`src/rtl/cap_reload_timer_pkg.sv`:
```
package cap_reload_timer_pkg;
  typedef enum logic [1:0] {
    TM_OFF     = 2'd0,
    TM_RELOAD  = 2'd1,
    TM_CAPTURE = 2'd2,
    TM_BAUD    = 2'd3
  } tmr_mode_e;

  localparam int ADDR_W   = 3;
  localparam logic [ADDR_W-1:0] LOC_CTRL  = 3'd0;
  localparam logic [ADDR_W-1:0] LOC_CNTL  = 3'd1;
  localparam logic [ADDR_W-1:0] LOC_CNTH  = 3'd2;
  localparam logic [ADDR_W-1:0] LOC_RLDL  = 3'd3;
  localparam logic [ADDR_W-1:0] LOC_RLDH  = 3'd4;

  localparam int B_RUN = 0, B_SRC = 1, B_CAP = 2, B_TEN = 3, B_RXC = 4, B_TXC = 5;

  function automatic tmr_mode_e decode_mode(input logic run, input logic ser,
                                            input logic cap);
    if (!run)     return TM_OFF;
    else if (ser) return TM_BAUD;
    else if (cap) return TM_CAPTURE;
    else          return TM_RELOAD;
  endfunction
endpackage

```
`src/rtl/pin_fall_det.sv`:
```
module pin_fall_det #(
  parameter int STAGES = 2
) (
  input  logic clk,
  input  logic rst,
  input  logic pin,
  output logic fall
);
  logic [STAGES-1:0] sync_q;
  logic              prev_q;

  genvar g;
  generate
    for (g = 0; g < STAGES; g++) begin : g_sync
      if (g == 0) begin : g_first
        always_ff @(posedge clk)
          if (rst) sync_q[0] <= 1'b1;
          else     sync_q[0] <= pin;
      end else begin : g_next
        always_ff @(posedge clk)
          if (rst) sync_q[g] <= 1'b1;
          else     sync_q[g] <= sync_q[g-1];
      end
    end
  endgenerate

  always_ff @(posedge clk)
    if (rst) prev_q <= 1'b1;
    else     prev_q <= sync_q[STAGES-1];

  assign fall = prev_q & ~sync_q[STAGES-1];

  AST_FALL_ONE_CYCLE: assert property (@(posedge clk) disable iff (rst)
    fall |=> !fall);
endmodule

```
`src/rtl/tmr_core.sv`:
```
module tmr_core
  import cap_reload_timer_pkg::*;
#(
  parameter int DW = 8,
  localparam int CW = 2 * DW
) (
  input  logic          clk,
  input  logic          rst,
  input  tmr_mode_e     mode,
  input  logic          inc,
  input  logic          trig_fire,
  input  logic          wr_cnt_lo,
  input  logic          wr_cnt_hi,
  input  logic          wr_rld_lo,
  input  logic          wr_rld_hi,
  input  logic [DW-1:0] wr_data,
  output logic [CW-1:0] count,
  output logic [CW-1:0] rld,
  output logic          ovf_evt,
  output logic          ext_evt
);
  logic adv, trig_rld, trig_cap, reload_on_ovf;

  assign adv           = inc && (mode != TM_OFF);
  assign ovf_evt       = adv && (count == {CW{1'b1}});
  assign reload_on_ovf = (mode == TM_RELOAD) || (mode == TM_BAUD);
  assign trig_rld      = trig_fire && (mode == TM_RELOAD);
  assign trig_cap      = trig_fire && (mode == TM_CAPTURE);
  assign ext_evt       = trig_rld || trig_cap;

  always_ff @(posedge clk) begin
    if (rst) begin
      count <= '0;
    end else begin
      if (adv) count <= (ovf_evt && reload_on_ovf) ? rld : count + 1'b1;
      if (trig_rld) count <= rld;
      if (wr_cnt_lo) count[DW-1:0]  <= wr_data;
      if (wr_cnt_hi) count[CW-1:DW] <= wr_data;
    end
  end

  always_ff @(posedge clk) begin
    if (rst) begin
      rld <= '0;
    end else begin
      if (trig_cap) rld <= count;
      if (wr_rld_lo) rld[DW-1:0]  <= wr_data;
      if (wr_rld_hi) rld[CW-1:DW] <= wr_data;
    end
  end

  AST_OFF_HOLDS: assert property (@(posedge clk) disable iff (rst)
    (mode == TM_OFF && !wr_cnt_lo && !wr_cnt_hi) |=> $stable(count));
  AST_RELOAD_AFTER_OVF: assert property (@(posedge clk) disable iff (rst)
    (ovf_evt && mode == TM_RELOAD && !wr_cnt_lo && !wr_cnt_hi)
      |=> count == $past(rld));
  AST_CAP_ONLY_ON_TRIG: assert property (@(posedge clk) disable iff (rst)
    (!trig_cap && !wr_rld_lo && !wr_rld_hi) |=> $stable(rld));
endmodule

```
`src/rtl/cap_reload_timer.sv`:
```
module cap_reload_timer
  import cap_reload_timer_pkg::*;
#(
  parameter int DW          = 8,
  parameter int SYNC_STAGES = 2
) (
  input  logic              clk,
  input  logic              rst,
  input  logic              tick,
  input  logic              cnt_pin,
  input  logic              trig_pin,
  input  logic              irq_en,
  input  logic              wr_en,
  input  logic [ADDR_W-1:0] wr_addr,
  input  logic [DW-1:0]     wr_data,
  input  logic [ADDR_W-1:0] rd_addr,
  output logic [DW-1:0]     rd_data,
  output logic              irq,
  output logic              baud_tick
);
  localparam int CW = 2 * DW;

  logic [5:0]    ctrl_q;
  logic          ovf_q, evt_q;
  logic          cnt_fall, trig_fall;
  logic          ser_en, inc, trig_fire, wr_ctrl;
  logic          ovf_evt, ext_evt;
  logic [CW-1:0] count, rld;
  tmr_mode_e     mode;

  pin_fall_det #(.STAGES(SYNC_STAGES)) u_cnt_det (
    .clk(clk), .rst(rst), .pin(cnt_pin), .fall(cnt_fall));
  pin_fall_det #(.STAGES(SYNC_STAGES)) u_trig_det (
    .clk(clk), .rst(rst), .pin(trig_pin), .fall(trig_fall));

  assign ser_en    = ctrl_q[B_RXC] | ctrl_q[B_TXC];
  assign mode      = decode_mode(ctrl_q[B_RUN], ser_en, ctrl_q[B_CAP]);
  assign inc       = ctrl_q[B_SRC] ? cnt_fall : tick;
  assign trig_fire = trig_fall & ctrl_q[B_TEN];
  assign wr_ctrl   = wr_en && (wr_addr == LOC_CTRL);

  tmr_core #(.DW(DW)) u_core (
    .clk(clk), .rst(rst), .mode(mode), .inc(inc), .trig_fire(trig_fire),
    .wr_cnt_lo(wr_en && wr_addr == LOC_CNTL),
    .wr_cnt_hi(wr_en && wr_addr == LOC_CNTH),
    .wr_rld_lo(wr_en && wr_addr == LOC_RLDL),
    .wr_rld_hi(wr_en && wr_addr == LOC_RLDH),
    .wr_data(wr_data), .count(count), .rld(rld),
    .ovf_evt(ovf_evt), .ext_evt(ext_evt));

  always_ff @(posedge clk) begin
    if (rst) begin
      ctrl_q    <= '0;
      ovf_q     <= 1'b0;
      evt_q     <= 1'b0;
      baud_tick <= 1'b0;
      irq       <= 1'b0;
    end else begin
      if (wr_ctrl) ctrl_q <= wr_data[5:0];
      ovf_q     <= (wr_ctrl ? wr_data[7] : ovf_q) | (ovf_evt && mode != TM_BAUD);
      evt_q     <= (wr_ctrl ? wr_data[6] : evt_q) | ext_evt;
      baud_tick <= ovf_evt && (mode == TM_BAUD);
      irq       <= irq_en && (ovf_q || evt_q);
    end
  end

  always_ff @(posedge clk) begin
    if (rst) rd_data <= '0;
    else begin
      case (rd_addr)
        LOC_CTRL: rd_data <= {ovf_q, evt_q, ctrl_q};
        LOC_CNTL: rd_data <= count[DW-1:0];
        LOC_CNTH: rd_data <= count[CW-1:DW];
        LOC_RLDL: rd_data <= rld[DW-1:0];
        LOC_RLDH: rd_data <= rld[CW-1:DW];
        default:  rd_data <= '0;
      endcase
    end
  end

  AST_BAUD_NO_OVF_FLAG: assert property (@(posedge clk) disable iff (rst)
    (!ovf_q && ser_en && !wr_ctrl) |=> !ovf_q);
  AST_BAUD_NO_EVT: assert property (@(posedge clk) disable iff (rst)
    (!evt_q && ser_en && !wr_ctrl) |=> !evt_q);
  AST_IRQ_GATED: assert property (@(posedge clk) disable iff (rst)
    !irq_en |=> !irq);
endmodule

```
`config.mk`:
```
export PLATFORM = sky130hd
export DESIGN_NAME = cap_reload_timer
export DESIGN_NICKNAME = d
export VERILOG_FILES = /design/src/rtl/cap_reload_timer_pkg.sv /design/src/rtl/pin_fall_det.sv /design/src/rtl/tmr_core.sv /design/src/rtl/cap_reload_timer.sv
export SDC_FILE = /design/constraint.sdc
export NUM_CORES = 1
export LEC_CHECK = 0
export CAP_MARGIN = 25
export CORE_AREA = 2 2 74 76
export DETAILED_ROUTE_END_ITERATION = 16
export DIE_AREA = 0 0 76 78
export DONT_BUFFER_PORTS = 1
export PLACE_DENSITY = 0.84
export SYNTH_ARGS = -nofsm -noshare
export SYNTH_HDL_FRONTEND = slang
export SYNTH_SLANG_ARGS = --single-unit
```
`constraint.sdc`:
```
create_clock -name clk -period 4.75 [get_ports clk]
set_input_delay 0.475 -clock clk [delete_from_list [all_inputs] [get_ports clk]]
set_output_delay 0.475 -clock clk [all_outputs]
set_load 0.02 [all_outputs]
```
# Yosys cells after proc, flatten, opt, wreduce, memory -nomap -nowiden
# Index checks and enable logic that the tools add are counted.
# totals
reg_bits	56
# classes
addsub	1
n_eq_ne	13
mux	15
bitwise	8
n_reduce_logical	23
# op_table
cell	n
$mux 16	4
$pmux 8 s5	1
$mux 8	4
$add 16x1->16 const B	1
$eq 16x16->1 const B	1
$logic_and 1x1->1	13
$eq 3x2->1 const B	4
$eq 3x1->1 const B	2
$eq 3x3->1 const B	2
$logic_not 3->1	2
$mux 2	3
$reduce_bool 2->1	3
$reduce_bool 3->1	2
$eq 2x2->1 const B	2
$and 1x1->1	3
$logic_or 1x1->1	3
$mux 1	3
$or 1x1->1	3
$eq 2x1->1 const B	1
$ne 2x2->1 const B	1
$not 1->1	2

# Depth between registers and ports, before layout
# Gate-level depths: netlist of the first run.
# depth
word_depth	11
depth_mapped	7
depth_no_buf	6

# Hierarchy
# From an unflattened synthesis of the first run, not the netlist that was laid out.
# unflattened
hier_cells	394
hier_area_um2	3319.4
# by_module_without_submodules
mod	instances	cells_each	area_each_um2	seq_area_each_um2
tmr_core	1	251	2062.0	640.6
cap_reload_timer	1	129	1087.3	360.3
pin_fall_det	2	7	85.1	60.1

# Least setup slack after synthesis of the first run
# OpenSTA, ideal clock, no wires.
# synth_path
path_kind	flip-flop to flip-flop
from	reg u_core.count[0]
to	reg u_core.count[2]
arrival_time_ps	1834
setup_slack_ps	2822
stages_incl_launch_ff	8
path_cell_list	dfxtp_1 -> ha_1 -> nand4_2 -> a211oi_4 -> a31o_2 -> buf_6 -> nand4_1 -> o311ai_2
# synth_between
elab_chain_len	7
# synth_rtl
item	line_no	source
from (decl)	tmr_core.sv:17	output logic [CW-1:0] count,
from (signal assigned)	tmr_core.sv:35	if (adv) count <= (ovf_evt && reload_on_ovf) ? rld : count + 1'b1;
from (signal assigned)	tmr_core.sv:36	if (trig_rld) count <= rld;
from (signal, indexed assignment)	tmr_core.sv:37	if (wr_cnt_lo) count[DW-1:0] <= wr_data;
branches (longest 3 deep; another with $add 16x1->16)	n/a	
$mux 16 (*) (2 in series)	tmr_core.sv:35	
$mux 16 (*)	tmr_core.sv:36	
$mux 8 (*)	tmr_core.sv:37	
# Every way passes the cells marked *. The select of a mux whose other input is x is not followed.
# A chain may end at the register's enable or synchronous reset.

# Worst setup path after layout of the first run
# layout_path
from	reg u_core.count[0]
to	reg u_core.count[13]
# layout_between
elab_chain_len	7
# layout_rtl
item	line_no	source
branches (longest 3 deep; another with $add 16x1->16)	n/a	
$mux 16 (*) (2 in series)	tmr_core.sv:35	
$mux 16 (*)	tmr_core.sv:36	
$mux 8 (*)	tmr_core.sv:38	if (wr_cnt_hi) count[CW-1:DW] <= wr_data;
# Marked as above.

==> summary by stage, run 1 <==
Status
The run finished with clean final reports.

Critical path
The classification of the worst setup path is reg2reg. STA classifies the critical path startpoint as a register. In this run the worst path has a maximum fanout of 16. Among all stages on the critical path, the largest delay is contributed by dfxtp_1. The critical path required time is 4.97 ns. The critical path capture point type is a register. The critical path goes through ha_1, nand4_2, a211oi_4, a31o_2, a21oi_1, o32ai_1. On the worst path, the slowest cell contributes a delay of 0.50 ns.

Data on the critical path arrives at its endpoint at 2.68 ns.

Power
The combinational share of power is 0.059. For this design the static power due to leakage is 0.001116 uW. The worst vdd rail ir drop is 0.0001480 V. Of the total power, the clock network draws 0.335.

The portion of total power attributed to sequential cells is 0.605. For this design the total switching power over the nets is 208.9 uW. The power per cell area is 249.9 mW/mm^2. The fraction of power spent switching nets is 0.2541. The internal power component is 613.3 uW.

Detailed routing
The post-detailed-route DRC marker count is 0. In the final routed layout, each cell accounts on average for 20.09 microns. The first detailed-routing pass took 5 iterations. The total routed wirelength is 8497 microns. The number of DRC violations after detailed-routing iteration 0 is 345. Across all layers, the routed design uses 2876 vias. The count of nets left with antenna violations once routing finished came out at 0.

After detailed routing, the number of vias per cell comes to 6.799.

STA
Setup violations remaining at the end of the flow were counted as 0. The number of slew-limit violations in the final report is 0. Measured against its own limit, the worst slew margin works out to 0.3676.

In the final timing run, aggregate negative setup slack is 0 ns. Setup repair after global routing left no endpoint under its margin. The routed design could run at a clock period as short as 2.458 ns. The number of endpoints with negative hold slack in the final report is 0. The transition time at the pin with the least slew margin is 0.9414 ns. The top achievable clock speed is 406.9 MHz. Across the routed clock network, the largest skew measured is 0.009864 ns. Dividing the final minimum period by the clock period gives 0.5174.

Clock network
The clock tree synthesis step divided the H-tree into 2 levels. The TritonCTS sink count is 56. The TritonCTS clock tree is built. Clock latency on the worst-skew pair, taken at its later pin, is 0.32 ns.

The number of hold buffers added after CTS was 0. Gates resized during post-CTS repair numbered 0. The clock root buffer is clkbuf_8. The clock slew seen by the registers of the worst setup and hold paths is 0.11 ns.

The maximum clock path buffer count is 2. The number of buffers inserted during clock tree synthesis is 5. The post-CTS setup buffer count is 0.

Synth
The register area share after synthesis is 0.3462. The top flip-flop cell by instance count after synthesis is dfxtp_1. The post-synthesis instance total is 371. The cell area that synthesis handed to floorplanning was 0.003238 sq mm. The Yosys step of the flow raised 0 warnings. The share of the synthesized area in the top cell type is 0.3462. The number of different library cells used by synthesis comes to 55. Yosys mapped a number of flops with a built-in enable equal to 0. The number of synthesized register bits is 56.

Ranked by total cell area, the synthesized netlist is headed by dfxtp_1, mux2i_1, a21oi_1. Counting every net in the synthesized netlist gives 393. The proportion of synthesized flip-flops having asynchronous set or reset is 0. Of all cell types, the one taking the most synthesized area is dfxtp_1. Averaged over all synthesized cells, the footprint is 8.728 sq um.

Cells and area
With fillers left out, the area of the finished cells amounts to 0.003289 sq mm. The area added between synthesis and finish is 1.584%. Leaving out fill and tap cells, the most frequent cell in the layout is dfxtp_1. Of the cells placed in the final design, the portion with a size suffix greater than 1 is 0.1105. In the layout the commonest cells are dfxtp_1, nor2_1, nand2_1. The net count of the finished layout is 374. The number of antenna diodes in the final layout is 0.

Floorplanning
The die width is 76 microns. The number of standard-cell rows in the floorplan is 26. The initial utilization of the core area, before any placement, comes to 0.6422. The placeable core area is 0.005042 sq mm. For this design the top-level I/O count stands at 31. The floorplan die area is 0.005928 sq mm.

The die height is 78 microns.

Place
Summing all placed instances gives a cell area of 0.003186 sq mm. The HPWL after detailed placement is 5982 microns. The count of buffers from port buffering is 0. The final weighted congestion in routability-driven placement is 0.9525.

Job
The max-cap violation count is 0.

Global routing
The number of antenna violations at the first check in global routing is 0. In the global route stage, overall resource usage came out at 0.2922. The remaining global-route overflow is 0. The global-route wire length before repair is 13720 microns. The via count of the first global-routing pass is 2693. Entering global routing, the biggest net connects 55 pins.

Worst hold path
The tightest min-delay check is of the in2reg type.
==> metal layers <==
layer  up-vias  part of all wire  track usage
met1      1343              0.42       0.3888
met4         0             0.035       0.1273
li1       1352                 -            -
met2       155              0.45       0.4661
met3        26              0.10      0.05465
met5         -                 0            0
==> cell families after synthesis <==
| kind of cell | after synthesis | share of synthesized area |
|---|---|---|
| DFF | 56 | 0.3462 |
| adders and majority gates | 1 | 0.003863 |
| and+or+nand+nor | 146 | 0.2434 |
| AOI/OAI and AO/OA | 98 | 0.2388 |
| buffers and inverters | 32 | 0.05023 |
| muxes | 25 | 0.08230 |
| xor gates and xnor gates | 13 | 0.03516 |
==> worst paths after layout <==
path / slack [ns] / depth (start not counted) / from / endpoint
worst min register to register: 0.42 / 1 / u_trig_det.sync_q[0] / u_trig_det.sync_q[1]
worst min-delay path: 0.21 / 1 / rst / ctrl_q[1]
worst max-delay path: 2.29 / 6 / u_core.count[0] / u_core.count[13]
worst max register to register: 2.29 / 6 / u_core.count[0] / u_core.count[13]
==> through the flow <==
stage / std cells / setup slack [ns] / power (uW) / utilization / hold slack [ns]
detailed placement: 414 / 2.393 / 555.5 / 0.6318 / 0.3951
finish: 423 / 2.292 / 822.1 / 0.6524 / 0.2102
CTS: 422 / 2.355 / 827.0 / 0.6509 / 0.2064
floorplan: 371 / 2.822 / 553.4 / - / 0.3895
global placement: 414 / 2.570 / 553.4 / 0.6318 / 0.3947
global route: 423 / 2.157 / 848.5 / 0.6524 / 0.2049
==> cell usage after synthesis, types with 4 or more instances <==
cell type	count
dfxtp_1	56
nor2_1	32
nand2_1	30
a21oi_1	29
mux2i_1	24
nand4_1	22
a211oi_1	17
nor3_1	15
clkbuf_1	14
a22oi_1	13
a21o_1	9
nand3_1	9
o311ai_2	8
xor2_1	7
o32ai_1	6
or2_2	6
xnor2_1	6
buf_2	5
inv_1	4
nand2b_1	4
o21ai_0	4
or3_1	4
==> power by group through the flow <==
stage,Combinational [uW],Clock [uW],Sequential [uW]
2_1_floorplan,52.5,0,501
3_3_place_gp,46.1,0,507
3_5_place_dp,47.7,0,508
4_1_cts,47.9,282,497
5_1_grt,53.8,295,499
6_report,48.8,276,498
==> flip-flops by register name, summed over array words and instances (netlist names), 2 cells and up <==
signal and count:
u_cnt_det.sync_q 2, ctrl_q 6, u_core.count 16, u_core.rld 16
rd_data 8, u_trig_det.sync_q 2
==> critical path: cells and delay by family, from the launching register on <==
kind	cells	cell delay, ns
AO/OA/AOI/OAI	4	1.29
adder cells (fa/ha/maj)	1	0.28
flip-flops	1	0.50
AND/OR/NAND/NOR	1	0.27
==> area by class of cell <==
| type | instances | area, sq um |
|---|---|---|
| Timing Repair Buffer | 2 | 15.01 |
| Fill cell | 444 | 1753 |
| Tap cell | 70 | 87.58 |
| Multi-Input combinational cell | 283 | 1954 |
| Sequential cell | 56 | 1121 |
| Clock buffer | 5 | 68.82 |
| Clock inverter | 3 | 27.53 |
| Inverter | 4 | 15.01 |
(Power assumes the default switching activity.)
==> run 2, diff against run 1 <==
ABC_AREA = 1   (was not set)
CORE_AREA = 2 2 80 82   (was 2 2 74 76)
DIE_AREA = 0 0 82 84   (was 0 0 76 78)
PLACE_DENSITY = 0.8   (was 0.84)
clock period = 1.98 ns   (was 4.75 ns; I/O delays follow)
==> run 2 against run 1 <==
  * Setup slack got worse by 2.1 ns
  * Maximum frequency rose by 41%
  * Clock skew rose by 0.0030 ns
==> summary by stage, run 2 <==
Global routing
The remaining global-route overflow was 0 (unchanged). The global-route wire length before repair is 16660 microns (+21%). The maximum number of pins on one net before global-route repair is 40 (-27%). The number of antenna violations at the first check in global routing came to 0 (unchanged). The via count of the first global-routing pass was 3261 (+21%). The global routing usage summed across all routing layers is 0.3185 (+0.02634).

Detailed routing
The remaining number of nets flagged by the antenna check after routing came to 0 (unchanged). The post-detailed-route DRC marker count is 0 (unchanged). The vias per cell is 5.938 (-13%).

The count of TritonRoute iterations in the first routing pass is 5 (unchanged). The detailed-route via count came to 3545 (+23%). The detailed-route wire length per cell came to 17.83 microns (-11%). The number of DRC violations after detailed-routing iteration 0 is 404 (+17%). The total routed wirelength was 10650 microns (+25%).

Clock network
TritonCTS built the clock tree. The post-CTS setup buffer count is 0 (unchanged). The clock slew seen by the registers of the worst setup and hold paths came to 0.11 ns (about the same).

The worst-skew pair later-pin latency came to 0.32 ns (about the same). The clock root buffer is clkbuf_8. The number of gates given a new drive strength after cts is 0 (unchanged). The number of buffers inserted during clock tree synthesis is 5 (unchanged). The CTS H-tree depth was 2 (unchanged).

The maximum clock path buffer count is 2 (unchanged). The TritonCTS sink count was 56 (unchanged).

Worst hold path
The type of the worst min-delay path is in2reg. The worst hold path depth is 2 (+1). The worst hold path startpoint is wr_data[1]. The endpoint of the worst hold path is ctrl_q[1].

Place
The post-placement setup slack came to 0.3043 ns (-2.089 ns). The count of buffers from port buffering is 0 (unchanged). The post-placement cell area was 0.003555 sq mm (+12%).

The final weighted congestion in routability-driven placement was 1.033 (+8.4%). The number of placed instances with taps included is 585 (+41%). The HPWL after detailed placement is 7763 microns (+30%).

Cells and area
The area added between synthesis and finish is 8.211%. The final cell count without fillers came to 597 (+41%). The number of nets in the finished design is 541 (+45%). In the final layout, the registers with the most flip-flops are u_core.count: 16 flops, u_core.rld: 16 flops, rd_data: 8 flops. The count of inserted antenna diode cells was 0 (unchanged). In the layout the commonest cells are nand2_1, inv_1, dfxtp_1.

The final design area excluding fillers is 0.003694 sq mm (+12%). The share of cells above drive strength 1 came to 0.1654 (+0.05490). The layout filler cell count was 582 (+31%). The leading cell type in the layout, fill and taps excluded is nand2_1.

STA
The number of slew-limit violations in the final report was 0 (unchanged). The shortest clock period the worst path allows after layout is 1.745 ns (-0.7128 ns). The transition time at the pin with the least slew margin is 0.5336 ns (-0.4078 ns). The top achievable clock speed is 573.1 MHz (+41%). The part of the cycle the worst path needs was 0.8813 (+0.3639). The worst-case hold slack is 0.02819 ns (-0.1820 ns).

The total negative slack came to 0 ns (unchanged). The worst slew slack as a fraction of its limit came to 0.6439 (+0.2763). The worst setup slack after layout is 0.2351 ns (-2.057 ns). The worst-case clock skew is 0.01290 ns (+0.003038 ns). Setup repair after global routing left no endpoint under its margin. The final number of setup-violating endpoints is 0 (unchanged). The number of endpoints with negative hold slack in the final report is 0 (unchanged).

Synth
The area fraction in and, or, nand and nor cells after synthesis is 0.3673 (+0.1239). The synthesized area is 0.003413 sq mm (+5.4%). The proportion of synthesized flip-flops having asynchronous set or reset came to 0 (unchanged). The multiplexer share of the synthesized area is 0 (-0.08230).

By count the netlist is led by nand2_1, inv_1, dfxtp_1. The number of different library cells in the post-synthesis netlist is 37 (-33%). nand2_1 is the most common cell in the netlist. The synthesized area per cell came to 6.759 sq um (-23%). The synthesis warning total came to 0 (unchanged). The synthesized-area fraction occupied by adder cells was 0.003666 (-0.0001983).

The largest family of logic cells by synthesized area is simple AND/OR/NAND/NOR gates. The xor-xnor portion of the synthesized cell area was 0.01540 (-0.01977). Sorting the synthesized cells by area gives the leading types as dfxtp_1, nand2_1, inv_1.

The post-synthesis instance total is 505 (+36%). The share of the synthesized area in the top cell type came to 0.3284 (-0.01777). The register area share after synthesis is 0.3284 (-0.01777). The synthesized netlist net count came to 527 (+34%). The number of flops mapped to enable cells by yosys is 0 (unchanged). The number of synthesized register bits is 56 (unchanged). The top flip-flop cell by instance count after synthesis is dfxtp_1.

The dominant cell type by area after synthesis is dfxtp_1. The post-synthesis compound-gate area fraction is 0.1631 (-0.07567).

Critical path
The cell with the largest stage delay on the worst path is dfxtp_1. The critical path required time came to 2.19 ns (-2.78 ns). The cell count of the worst reg-to-reg path is 10 (+4).

The setup slack on the worst flop-to-flop path came to 0.24 ns (-2.06 ns). The most frequent cell on the critical path is nand2_1. Walking the worst path, the cells encountered are buf_4, nand2_1, nor2_1, nand2_1, nor2_1, nand2_1, nand2_1, nand3_2, nand3_1, a21oi_1. The stage delay of the slowest cell on the critical path is 0.39 ns (-0.11 ns). The classification of the worst setup path is reg2reg. The worst register-to-register path ends at u_core.count[11]. The largest fanout of any net on the critical path is 5 (-11).

The worst setup path is captured at a register. STA classifies the critical path startpoint as a register. The signal arrival time at the worst endpoint was 1.96 ns (-0.72 ns).

The worst register-to-register path begins at u_core.count[4].

Floorplanning
The floorplan die area is 0.006888 sq mm (+16%). The starting density of the core was 0.5599 (-0.08225). The placeable core area is 0.006096 sq mm (+21%). The number of top-level pins is 31 (unchanged). The die height is 84 microns (+7.7%). The die width is 82 microns (+7.9%). The number of standard-cell rows in the floorplan is 29 (+12%).

Job
The max-cap violation count is 0 (unchanged).

Power
The worst vdd rail ir drop is 0.0004084 V (+180%). The power per cell area is 560.9 mW/mm^2 (+120%). The leakage power total is 0.001525 uW (+37%).

Status
The flow ran to the end, and the final reports show no timing, DRC or antenna violations.
[run 2: cell types whose count changed in the layout (fill, tap and decap cells not counted), moves of 15 or more]
cell	delta
o22ai_1	+15
o21ai_1	+22
nand3_2	+17
nand2_1	+71
nand4_1	-15
inv_1	+59
buf_4	+19
mux2i_1	-24
nand3_1	+35
[run 2: worst max-delay path: cells and delay by family (launching register included)]
kind	cells	cell delay, ns
AOI/OAI and AO/OA	1	0.06
and+or+nand+nor	8	1.03
buffers and inverters	1	0.16
DFF	1	0.39
[run 2: report_power, final]
group          internal, uW  switching (uW)  leakage, uW
combinational          77.4             157      0.00103
clock                   253             402    0.0000414
sequential             1160            22.7     0.000455
[run 2: timing repair]
| item | 4_1_cts | 5_1_grt |
|---|---|---|
| setup endpoints to repair | 0 | 0 |
| hold endpoints to repair | 40 | 0 |
| hold buffers | 4 | 0 |
[run 2: logic make-up (layout without fill, tap and decap cells)]
| group | Yosys count | after routing |
|---|---|---|
| buffers and inverters | 100 | 115 |
| XOR/XNOR | 6 | 6 |
| AO/OA/AOI/OAI | 97 | 97 |
| adder cells (fa/ha/maj) | 1 | 1 |
| flip-flops | 56 | 56 |
| AND/OR/NAND/NOR | 245 | 245 |
[run 2: final cells by class]
cell class	count	area [sq um]	area share
Clock buffer	6	72.57	0.01965
Clock inverter	2	16.27	0.004404
Inverter	83	311.5	0.08435
Multi-Input combinational cell	349	1876	0.5078
Sequential cell	56	1121	0.3035
Tap cell	77	96.34	0.02608
Timing Repair Buffer	24	200.2	0.05420
[run 2: metrics by stage]
step	util	power [uW]
2_1_floorplan	-	1359
3_3_place_gp	0.5831	1407
3_5_place_dp	0.5831	1412
4_1_cts	0.6059	2060
5_1_grt	0.6059	2122
6_report	0.6059	2072
[run 2: metal layers]
metal / global-route usage / part of all wire / up-vias
met3: 0.04762 / 0.077 / 42
met1: 0.4229 / 0.41 / 1642
met2: 0.4908 / 0.46 / 187
met4: 0.1667 / 0.049 / 0
met5: 0 / 0 / -
li1: - / - / 1674
[run 2: worst max-delay path by stage]
stage | from | endpoint | slack, ns
final | u_core.count[4] | u_core.count[11] | 0.24
after global routing | u_core.count[0] | u_core.count[10] | 0.08
after CTS | u_core.count[1] | u_core.count[5] | 0.26
after detailed placement | u_core.count[1] | u_core.count[5] | 0.30
after global placement | u_core.count[4] | u_core.count[11] | 0.35
after floorplan | u_core.count[0] | u_core.count[12] | 0.41
